==> src/rtl/lvl_gpio.sv <==
module lvl_gpio #(
  parameter int N  = 32,
  parameter int AW = 5
) (
  input  logic          clk,
  input  logic          rst_n,
  input  logic          bus_vld,
  input  logic          bus_we,
  input  logic          bus_win,
  input  logic [AW-1:0] bus_addr,
  input  logic [31:0]   bus_wdata,
  output logic [31:0]   bus_rdata,
  input  logic [N-1:0]  pin_in,
  output logic [N-1:0]  pin_out,
  output logic [N-1:0]  pin_oe,
  output logic          irq
);
  localparam logic [AW-1:0] A_DIR  = AW'(4);
  localparam logic [AW-1:0] A_DATA = AW'(8);
  localparam logic [AW-1:0] A_LVL  = AW'(12);
  localparam logic [AW-1:0] A_STAT = AW'(16);
  localparam logic [AW-1:0] A_PEND = AW'(0);
  localparam logic [AW-1:0] A_MASK = AW'(8);

  logic [N-1:0] s1, s2, dir_q, dout_q, lvl_q, stat_q, mask_q;
  logic [31:0]  rmux;

  function automatic logic [31:0] ext(input logic [N-1:0] x);
    ext = '0;
    ext[N-1:0] = x;
  endfunction

  wire wr = bus_vld &  bus_we;
  wire rd = bus_vld & ~bus_we;

  wire sel_dir  = ~bus_win & (bus_addr == A_DIR);
  wire sel_data = ~bus_win & (bus_addr == A_DATA);
  wire sel_lvl  = ~bus_win & (bus_addr == A_LVL);
  wire sel_stat = ~bus_win & (bus_addr == A_STAT);
  wire sel_pend =  bus_win & (bus_addr == A_PEND);
  wire sel_mask =  bus_win & (bus_addr == A_MASK);

  wire [N-1:0] hit  = ~(s2 ^ lvl_q);
  wire [N-1:0] keep = (wr & sel_stat) ? bus_wdata[N-1:0] : {N{1'b1}};
  wire [N-1:0] din  = (dir_q & dout_q) | (~dir_q & s2);

  always_ff @(posedge clk or negedge rst_n) begin
    if (!rst_n) begin
      s1     <= '0;
      s2     <= '0;
      dir_q  <= '0;
      dout_q <= '0;
      lvl_q  <= '1;
      stat_q <= '0;
      mask_q <= '1;
    end else begin
      s1     <= pin_in;
      s2     <= s1;
      stat_q <= (stat_q & keep) | hit;
      if (wr && sel_dir)  dir_q  <= bus_wdata[N-1:0];
      if (wr && sel_data) dout_q <= bus_wdata[N-1:0];
      if (wr && sel_lvl)  lvl_q  <= bus_wdata[N-1:0];
      if (wr && sel_mask) mask_q <= bus_wdata[N-1:0];
    end
  end

  assign rmux = ({32{sel_dir}}  & ext(dir_q))
              | ({32{sel_data}} & ext(din))
              | ({32{sel_lvl}}  & ext(lvl_q))
              | ({32{sel_stat | sel_pend}} & ext(stat_q))
              | ({32{sel_mask}} & ext(mask_q));

  always_ff @(posedge clk or negedge rst_n) begin
    if (!rst_n) bus_rdata <= '0;
    else        bus_rdata <= rd ? rmux : 32'd0;
  end

  assign pin_out = dout_q;
  assign pin_oe  = dir_q;
  assign irq     = |(stat_q & ~mask_q);
endmodule

==> config.mk <==
export PLATFORM = sky130hd
export DESIGN_NAME = lvl_gpio
export DESIGN_NICKNAME = d
export VERILOG_FILES = /design/src/rtl/lvl_gpio.sv
export SDC_FILE = /design/constraint.sdc
export NUM_CORES = 1
export LEC_CHECK = 0
export ABC_AREA = 1
export BUFFER_PORTS_ARGS = -buffer_cell sky130_fd_sc_hd__buf_2
export CORE_ASPECT_RATIO = 0.7
export CORE_MARGIN = 1.5
export CORE_UTILIZATION = 57
export DETAILED_ROUTE_END_ITERATION = 8
export PLACE_DENSITY = 0.8
export SYNTH_ARGS = -nofsm -noshare
export SYNTH_HDL_FRONTEND = slang
export SYNTH_SLANG_ARGS = --single-unit
==> constraint.sdc <==
create_clock -name clk -period 1.15 [get_ports clk]
set_clock_uncertainty 0.05 [all_clocks]
set_input_delay 0.0575 -clock clk [delete_from_list [all_inputs] [get_ports clk]]
set_output_delay 0.0575 -clock clk [all_outputs]
set_load 0.01 [all_outputs]
Word-level counts from Yosys, hierarchy flattened
Index checks and enable logic that the tools add are counted.
{ "totals": {"ff_bits": 256, "output_inout_bits": 97, "inputBits": 74, "word_cells": 51} }
{ "classes": {"eq_ne": 4, "muxes": 2, "n_reduce_logical": 6, "bitwise": 31} }
{ "ops": {"columns": ["op", "count"], "rows": [
  ["32-bit bitwise AND", 9],
  ["32-bit OR", 6],
  ["32-bit NOT", 3],
  ["32-bit 2-to-1 mux", 2],
  ["32-bit OR reduction", 1],
  ["32-bit XOR", 1],
  ["5-bit by 4-bit == test with 1-bit output, second input constant", 2],
  ["1-bit bitwise AND", 9],
  ["5-bit by 3-bit == test with 1-bit output, second input constant", 1],
  ["5-bit == test, second input constant", 1],
  ["5-bit zero test", 1],
  ["1-bit logical AND", 4],
  ["1-bit NOT", 2],
  ["1-bit OR", 1]
]} }

Longest topological paths before layout
Gate-level depths: netlist of run 1.
{ "logic_depth": {"word_depth": 9, "mapped_depth": 9, "ltp_nobuf": 7} }

Worst setup path before layout of run 1
OpenSTA, ideal clock, no wires.
{ "synth_timing": {"path_kind": "input-to-reg", "startpoint": "in bus_win", "endpoint": "reg dir_q[10] (netlist: pin_oe[10])", "n_path_buf": 2, "t_arrival_ps": 933, "setup_time_ps": 130, "setup_slack_ps": 37, "path_stages": 6, "path_cell_list": "buf_2 > nor2_2 > nand4_2 > clkbuf_1 > nand2_1 > o21ai_0"} }
{ "synth_via": {"elab_chain_len": 3} }
{ "synth_rtl": {"columns": ["element", "line", "source"], "rows": [
  ["start: declaration", "9", "input logic bus_win,"],
  ["1-bit NOT", "36", "wire sel_dir = ~bus_win & (bus_addr == A_DIR);"],
  ["1-bit bitwise AND", "36", null],
  ["1-bit logical AND", "60", "if (wr && sel_dir) dir_q <= bus_wdata[N-1:0];"],
  ["end signal: assignment", "60", null],
  ["end: declaration", "25", "logic [N-1:0] s1, s2, dir_q, dout_q, lvl_q, stat_q, mask_q;"]
]} }
Every way passes these cells.
A chain may end at the register's enable or synchronous reset.

Worst setup path in the final report of run 1
{ "layout_timing": {"startpoint": "reg mask_q[5]", "endpoint": "out irq"} }
{ "layout_via": {"elab_chain_len": 3} }
{ "layout_rtl": {"columns": ["element", "line", "source"], "rows": [
  ["start: declaration", "25", null],
  ["start signal: assignment", "63", "if (wr && sel_mask) mask_q <= bus_wdata[N-1:0];"],
  ["32-bit NOT", "80", "assign irq = |(stat_q & ~mask_q);"],
  ["32-bit bitwise AND", "80", null],
  ["32-bit OR reduction", "80", null],
  ["end: declaration", "16", "output logic irq"]
]} }
Every way passes these cells.

==> reports/results.txt, run 1 <==
Antenna Nets Post-Route - 0
post-place setup slack - -295 ps
worst-case reg-to-reg path depth - 7
critical path launch point - mask_q[5]$_DFFE_PN1P_
CTS Buffer Depth - 3
Via Count - 10,800
crit path launch type - flop
Tcrit/Tclk final - 167%
status - finished with violations
GR Layer Usage met3 - 6.42%
WL final - 37,000 um
DP HPWL - 19,800 um
largest net degree at the start of global routing - 61
ranking of synthesized cells by area - dfrtp_1 (45%), dfstp_2 (16%), o21ai_0 (9.0%)
first-pass GRT wire length - 54,800 um
total gr overflow - 0
register area share after synthesis - 60.1%
Rel. slew slack - 77.4%
Seq pwr share - 46.5%
Rows - 41
Crit path required time - 1040 ps
I/O pins - 171
post-synthesis register bit count - 256
CP arrival - 1810 ps
Max Slew Vio Count - 0
post-route setup TNS - -3580 ps
endpoints failing hold - 0
failing checks - negative setup slack
Cell Area, Placed - 12,800 sq um
layout cell share with drive strength beyond 1 - 32.8%
Max Clk Rate - 521 MHz
GR met1 Demand/Resource - 46.9%
routed len/inst - 20.5 um
number of flops mapped to enable cells by yosys - 0
worst-skew pair later-pin latency - 530 ps
reg2reg end - bus_rdata[0]$_DFF_PN0_
die area - 19,800 sq um
CORE AREA - 18,300 sq um
Pre-antenna DRT Iters - 6
top-count cell post-synth - nand2_1
number of global-route vias before repair - 10,500
DR iter-0 viols - 1,546
Global Route Usage Sum - 35.3%
Post-layout nets - 1,628
input/output buffers - 170
Num CTS Buffers - 24
n_diodes - 0
Synth Flop Type - dfrtp_1
DRC errors left - 0
Commonest cells post-synth - nand2_1 (242), o21ai_0 (195), dfrtp_1 (192)
post-layout instance area - 15,300 sq um
Int Pwr - 0.0161 W
Mapped Nets - 1,259
Finish-stage setup viols - 79
min Tclk post-route - 1920 ps
Logic pwr share - 13.0%
CTS tree - built
RePlAce Congestion - 0.828
fin util - 83.5%
Crit Path Max Fanout - 2
PwrDens - 1420 nW/um^2
Hold/Removal Path Class - input port to flop
met2 usage - 56.7%
die extent in x - 167 um
VDD IR-drop max - 1.05 mV
Mapped Area - 10,800 sq um
busiest layer in global routing - met2
syn avg cell area - 9.10 sq um
worst reg2reg startpoint - pin_oe[0]$_DFFE_PN0P_
synth unique cells - 21
Synth async-reset ratio - 100%
unrepaired setup endpoints after global routing - yes
number of cells produced by synthesis - 1,185
Switch Pwr - 0.00547 W
CTS sink count - 256
top cell type's share of synthesized area - 44.5%
Critical path destination - irq
Clock Pin Slew Worst Setup and Hold Paths - 70 ps
Max Cap Violations - 0
Synth area leader - dfrtp_1
Crit Path Category - flop to output pin
P&R area growth vs syn - 41.4%
flop2flop setup slack - -100 ps
DR vias/cell - 5.95
CTS H-Tree Depth - 1
Clock Power Share - 40.6%
sw frac - 25.3%
CP Capture Type - output pin
Least-Margin Pin Slew - 339 ps
final worst slack - -771 ps
Initial Util - 59.1%
Yosys warnings - 0
DIE HEIGHT - 118 um
Leak Pwr - 7.58 nW
initial antenna violation count - 0
clk root buf - clkbuf_16
[cell type report]
type	count	area [sq um]
Tap cell	236	295
Clock inverter	11	166
Fill cell	962	3010
Sequential cell	256	6490
Multi-Input combinational cell	759	3830
Timing Repair Buffer	409	3380
Inverter	104	390
Clock buffer	33	704
[metrics by stage]
step                power (W)  hold slack (ps)  cells
floorplan              0.0109             -288   1185
CTS                    0.0212             30.4   1799
detailed placement     0.0121             -161   1629
global placement       0.0120             -163   1629
finish                 0.0216             46.2   1808
global route           0.0222             82.8   1808
[cells in the final DEF (no fill, tap or decap), drive strengths merged]
| master | Yosys | routed |
|---|---|---|
| dfstp | 64 | 64 |
| o21ai | 195 | 195 |
| nand3 | 163 | 163 |
| buf | 26 | 342 |
| clkinv | 1 | 8 |
| nand4 | 34 | 34 |
| xor2 | 32 | 32 |
| clkbuf | 40 | 33 |
| nor2 | 80 | 80 |
| inv | 103 | 103 |
| bufinv | 0 | 4 |
| nand2 | 242 | 242 |
| o22ai | 13 | 13 |
| dfrtp | 192 | 192 |
| dlygate4sd3 | 0 | 67 |
[sequential cells by signal, indices dropped and copies added, names as in the netlist]
name	count
s2	32
s1	32
lvl_q	32
pin_oe	32
bus_rdata	32
stat_q	32
mask_q	32
pin_out	32
[worst max-delay path, cell delays in order (launching register included)]
cell	delay, ps
dfstp_2	540
inv_2	40
nand2_2	50
o21ai_2	60
nor2_2	140
nand2_1	100
nor2_2	130
nand2_1	80
buf_2	150
[how the worst min path moves through the flow]
| stage | startpoint | end | depth (start not counted) |
|---|---|---|---|
| 2_1_floorplan | rst_n | bus_rdata[0]$_DFF_PN0_ | 0 |
| 4_1_cts | bus_we | bus_rdata[0]$_DFF_PN0_ | 5 |
| 3_3_place_gp | rst_n | stat_q[4]$_DFF_PN0_ | 1 |
| 3_5_place_dp | rst_n | stat_q[4]$_DFF_PN0_ | 1 |
| 6_report | bus_we | bus_rdata[6]$_DFF_PN0_ | 5 |
| 5_1_grt | bus_we | bus_rdata[29]$_DFF_PN0_ | 5 |
[cell families after synthesis]
kind of cell	count (synthesis)	synth area share (%)
XOR/XNOR	32	2.60
buffers and inverters	170	6.32
AO/OA/AOI/OAI	208	9.80
flip-flops	256	60.1
AND/OR/NAND/NOR	519	21.2
[metal layers]
metal	up-vias	wire, um
met5	-	0
met4	0	1980
met3	209	3750
met2	819	17600
met1	5082	13700
li1	4640	-
[power groups by stage]
stage	clock, W	combinational [W]	sequential [W]
floorplan	0	0.000705	0.0102
global placement	0	0.00184	0.0102
detailed placement	0	0.00190	0.0102
CTS	0.00873	0.00248	0.00997
global route	0.00915	0.00300	0.0101
finish	0.00877	0.00280	0.0100
[what timing repair did]
item,CTS,global route
endpoints found under the hold margin,458,0
setup endpoints to repair,79,123
resized for setup,25,128
buffers inserted,59,11
hold buffers,67,0
cloned,0,0
pin swaps,4,72
No activity file was read; power rests on OpenSTA's default activity.
==> inputs of run 2 (changes only) <==
- CORE_UTILIZATION: 57 -> 44
- PLACE_DENSITY: 0.8 -> not set
- RECOVER_POWER: not set -> 100
==> run 2 against run 1 <==
  * The flow still finishes with violations (negative setup slack)
  * Sequential cell count stayed put
  * Die area up 29%
  * Sequential share of layout area barely moved
  * Fmax is 0.92% higher
  * Via count down 9.1%
  * Power fell by 3.8%
  * Design area about the same
  * Sequential power about the same
  * Largest cell class unchanged
  * Largest power group unchanged
  * Highest routed layer unchanged
==> reports/results.txt, run 2 (same netlist as run 1, synthesis figures left out) <==
Post-layout nets - 1,651
cell depth of the worst min-delay path - 5
Num CTS Buffers - 25
CTS sink count - 256
Clock Pin Slew Worst Setup and Hold Paths - 60 ps
routed len/inst - 17.2 um
Crit path required time - 1040 ps
dpl cells - 1,748
Global Route Usage Sum - 26.0%
Rows - 47
CP arrival - 1800 ps
die extent in x - 190 um
worst-case reg-to-reg path depth - 7
I/O pins - 171
Switch Pwr - 0.00515 W
Antenna Nets Post-Route - 0
Crit Path Category - flop to output pin
layout cell share with drive strength beyond 1 - 29.0%
worst-skew pair later-pin latency - 520 ps
DR vias/cell - 5.11
CTS tree - built
total gr overflow - 0
final worst slack - -753 ps
unrepaired setup endpoints after global routing - yes
number of global-route vias before repair - 9,422
most frequent cells in the layout - nand2_1 (228), dfrtp_1 (192), o21ai_0 (163)
VDD IR-drop max - 1.04 mV
Max Clk Rate - 525 MHz
CP Capture Type - output pin
commonest non-fill, non-tap cell in the layout - nand2_1
Logic pwr share - 12.7%
Finish-stage setup viols - 78
DRC errors left - 0
Seq pwr share - 47.9%
first-pass GRT wire length - 51,500 um
Max Slew Vio Count - 0
min Tclk post-route - 1900 ps
Layout Cells excl Fill - 1,913
Least-Margin Pin Slew - 924 ps
crit path launch type - flop
WL final - 32,900 um
DP HPWL - 21,300 um
Clock Power Share - 39.5%
CTS H-Tree Depth - 1
largest net degree at the start of global routing - 50
CORE AREA - 23,900 sq um
P&R area growth vs syn - 41.3%
Int Pwr - 0.0156 W
Pre-antenna DRT Iters - 6
failing checks - negative setup slack
DR iter-0 viols - 673
Tcrit/Tclk final - 165%
n_diodes - 0
input/output buffers - 170
Initial Util - 45.2%
CTS Hold Bufs - 66
Rel. slew slack - 38.4%
Leak Pwr - 7.51 nW
PwrDens - 1360 nW/um^2
Max Cap Violations - 0
post-place setup slack - -310 ps
initial antenna violation count - 0
die area - 25,500 sq um
post-route setup TNS - -7380 ps
status - finished with violations
CTS Buffer Depth - 3
Hold/Removal Path Class - input port to flop
DIE HEIGHT - 134 um
endpoints failing hold - 0
worst hold slack - 68.7 ps
sw frac - 24.8%
Via Count - 9,768
Crit Path Max Fanout - 2
clk root buf - clkbuf_16
RePlAce Congestion - 0.837
[run 2: cell count changes in the layout (fill, tap and decap cells not counted), sizes merged]
| cell | previous run | this run |
|---|---|---|
| buf | 342 | 320 |
| bufinv | 4 | 2 |
| clkbuf | 33 | 87 |
| clkinv | 8 | 2 |
| clkinvlp | 0 | 1 |
| dlygate4sd3 | 67 | 66 |
| inv | 103 | 102 |
[run 2: critical path, stage by stage, from the launching register on]
cell     delay (ps)
dfstp_2         550
o22ai_2          90
nor2_2          160
nand2_1          90
nor2_1          130
nand2_1          90
buf_2           150
[run 2: final timing paths]
check,start,end,slack [ps]
max,mask_q[1]$_DFFE_PN1P_,irq,-750
min,bus_vld,bus_rdata[8]$_DFF_PN0_,70
max reg2reg,pin_oe[27]$_DFFE_PN0P_,bus_rdata[27]$_DFF_PN0_,-100
min reg2reg,s1[7]$_DFF_PN0_,s2[7]$_DFF_PN0_,290
max in group asynchronous,rst_n,lvl_q[2]$_DFFE_PN1P_,20
min in group asynchronous,rst_n,s2[7]$_DFF_PN0_,180
[run 2: timing repair]
action                                  in CTS  in global routing
resized for setup                           46                112
endpoints found under the setup margin      73                118
hold endpoints to repair                   467                 17
pin swaps                                    7                 93
buffers inserted                            54                  2
[run 2: routing by layer]
layer	routed length [um]	vias up	part of all wire (%)	GRT usage [%]
li1	-	4684	-	-
met1	15400	4681	47	38.4
met2	14800	338	45	39.7
met3	1910	65	5.8	3.90
met4	882	0	2.7	7.79
met5	0	-	0	0
[run 2: cell type report]
| cell class | count | area [sq um] |
|---|---|---|
| inverter | 104 | 390 |
| sequential | 256 | 6490 |
| fill | 2040 | 8630 |
| timing repair buffer | 431 | 3340 |
| clock buffer | 42 | 739 |
| multi-input combinational | 759 | 3820 |
| clock inverter | 3 | 67.6 |
| tap | 318 | 398 |
[run 2: power groups by stage]
stage	registers, W	logic, W	clock network [W]
after global routing	0.0100	0.00289	0.00873
after detailed placement	0.0102	0.00203	0
final	0.00995	0.00263	0.00821
after global placement	0.0102	0.00200	0
after CTS	0.00997	0.00260	0.00835
after floorplan	0.0102	0.000705	0
[run 2: metrics by stage]
| stage | util, % | power [W] | instance area [sq um] |
|---|---|---|---|
| after floorplan | - | 0.0109 | 10800 |
| after global placement | 55.1 | 0.0122 | 13200 |
| after detailed placement | 55.1 | 0.0122 | 13200 |
| after CTS | 63.7 | 0.0209 | 15200 |
| after global routing | 63.8 | 0.0216 | 15200 |
| final | 63.8 | 0.0208 | 15200 |
==> inputs of run 3 (changes only) <==
- CELL_PAD_IN_SITES_DETAIL_PLACEMENT: not set -> 0
- CELL_PAD_IN_SITES_GLOBAL_PLACEMENT: not set -> 1
- CORE_UTILIZATION: 44 -> 43
- PLACE_DENSITY_LB_ADDON: not set -> 0.1
==> run 3 against run 2 <==
  * Non-clock buffer count fell by 9
  * Count of clock-buffer cells in the layout fell by 2
  * Cell count barely moved
  * Critical endpoint unchanged
  * Critical path type unchanged
  * First-iteration DRC count fell by 22%
  * Via count fell by 1.5%
  * The run still ends with negative setup slack left
  * Wire length barely moved
==> reports/results.txt, run 3 (same netlist as run 1, synthesis figures left out) <==
CTS tree - built
largest net degree at the start of global routing - 61
crit path launch type - flop
die area - 26,100 sq um
input/output buffers - 170
Pre-antenna DRT Iters - 5
Tcrit/Tclk final - 162%
status - finished with violations
Post-layout nets - 1,643
worst-skew pair later-pin latency - 540 ps
FF+latch area - 6490 sq um
RePlAce Congestion - 0.797
Hold/Removal Path Class - input port to flop
Rel. slew slack - 63.9%
post-layout instance area - 15,300 sq um
Antenna Nets Post-Route - 0
WL final - 32,900 um
final worst slack - -711 ps
DRC errors left - 0
Max Cap Violations - 0
CTS sink count - 256
CP Capture Type - output pin
unrepaired setup endpoints after global routing - yes
Cell Area, Placed - 13,100 sq um
initial antenna violation count - 0
VDD IR-drop max - 1.01 mV
Num CTS Buffers - 26
Crit Path Category - flop to output pin
routed len/inst - 17.2 um
PwrDens - 1420 nW/um^2
CTS Buffer Depth - 3
Via Count - 9,622
Finish-stage setup viols - 82
Multi-input gate area - 3760 sq um
CORE AREA - 24,600 sq um
P&R area growth vs syn - 41.7%
Layout Cells excl Fill - 1,914
die extent in x - 192 um
first-pass GRT wire length - 51,600 um
Initial Util - 43.8%
number of global-route vias before repair - 9,392
clk root buf - clkbuf_16
Leak Pwr - 7.59 nW
DP HPWL - 21,000 um
total gr overflow - 0
worst hold slack - 51.7 ps
n_diodes - 0
DR vias/cell - 5.03
final total power - 0.0217 W
Least-Margin Pin Slew - 542 ps
Max Slew Vio Count - 0
dpl cells - 1,738
DR iter-0 viols - 526
CP arrival - 1750 ps
Crit Path Max Fanout - 2
layout cell share with drive strength beyond 1 - 30.4%
min Tclk post-route - 1860 ps
Rows - 48
I/O pins - 171
failing checks - negative setup slack
Crit path required time - 1040 ps
Global Route Usage Sum - 25.6%
endpoints failing hold - 0
CTS H-Tree Depth - 1
Clock Pin Slew Worst Setup and Hold Paths - 60 ps
most frequent cells in the layout - nand2_1 (223), dfrtp_1 (189), o21ai_0 (163)
Max Clk Rate - 537 MHz
DIE HEIGHT - 136 um
commonest non-fill, non-tap cell in the layout - nand2_1
fill count - 2,169
==> run 3: worst paths after layout <==
check / slack [ps] / startpoint / end / depth (start not counted)
min: 50 / bus_we / bus_rdata[30]$_DFF_PN0_ / 5
max in group asynchronous: 0 / rst_n / bus_rdata[15]$_DFF_PN0_ / 4
max: -710 / mask_q[5]$_DFFE_PN1P_ / irq / 8
max reg2reg: 10 / pin_oe[12]$_DFFE_PN0P_ / bus_rdata[12]$_DFF_PN0_ / 6
min in group asynchronous: 280 / rst_n / mask_q[10]$_DFFE_PN1P_ / 2
min reg2reg: 290 / s1[9]$_DFF_PN0_ / s2[9]$_DFF_PN0_ / 0
==> run 3: per-stage QoR <==
step / setup WS, ps / setup TNS (ps) / utilization [%]
2_1_floorplan: 36.6 / 0 / -
6_report: -711 / -4440 / 62.1
3_3_place_gp: -268 / -26720 / 53.0
5_1_grt: -839 / -15090 / 62.1
3_5_place_dp: -280 / -30610 / 53.0
4_1_cts: -772 / -4400 / 61.8
==> run 3: layer usage <==
layer  track usage [%]  vias to the layer above  wire length [um]  share of wire (%)
met5                 0                        -                 0                  0
met4              5.43                        0               638                1.9
met3              3.70                       49              2040                6.2
met2              39.9                      319             14700                 45
met1              38.2                     4582             15600                 47
li1                  -                     4672                 -                  -
==> run 3: final cells by class <==
cell class	count	area share, %
repair buffers	422	21.6
clock buffers	40	5.33
well taps	325	2.66
flip-flops and latches	256	42.4
clock inverters	8	0.794
inverters	104	2.55
multi-input cells	759	24.6
==> run 3: power by group <==
part / switching, W / internal [W] / total (W) / leakage [nW]
combinational: 0.00138 / 0.00128 / 0.00265 / 4.12
clock: 0.00359 / 0.00554 / 0.00913 / 0.461
sequential: 0.000341 / 0.00961 / 0.00995 / 3.01
total: 0.00530 / 0.0164 / 0.0217 / 7.59
==> run 3: critical path: stages (launching register included) <==
cell     delay [ps]
dfstp_2         530
inv_1            30
nand2_1          60
o21ai_2          60
nor2_2          130
nand2_1          90
nor2_2          120
nand2_2          70
buf_6           120
==> run 3: timing repair <==
item / CTS / global route
endpoints found under the setup margin: 87 / 132
resized for setup: 34 / 111
hold buffers: 66 / 0
buffers inserted: 58 / 7
pin swaps: 12 / 67
hold endpoints to repair: 448 / 0
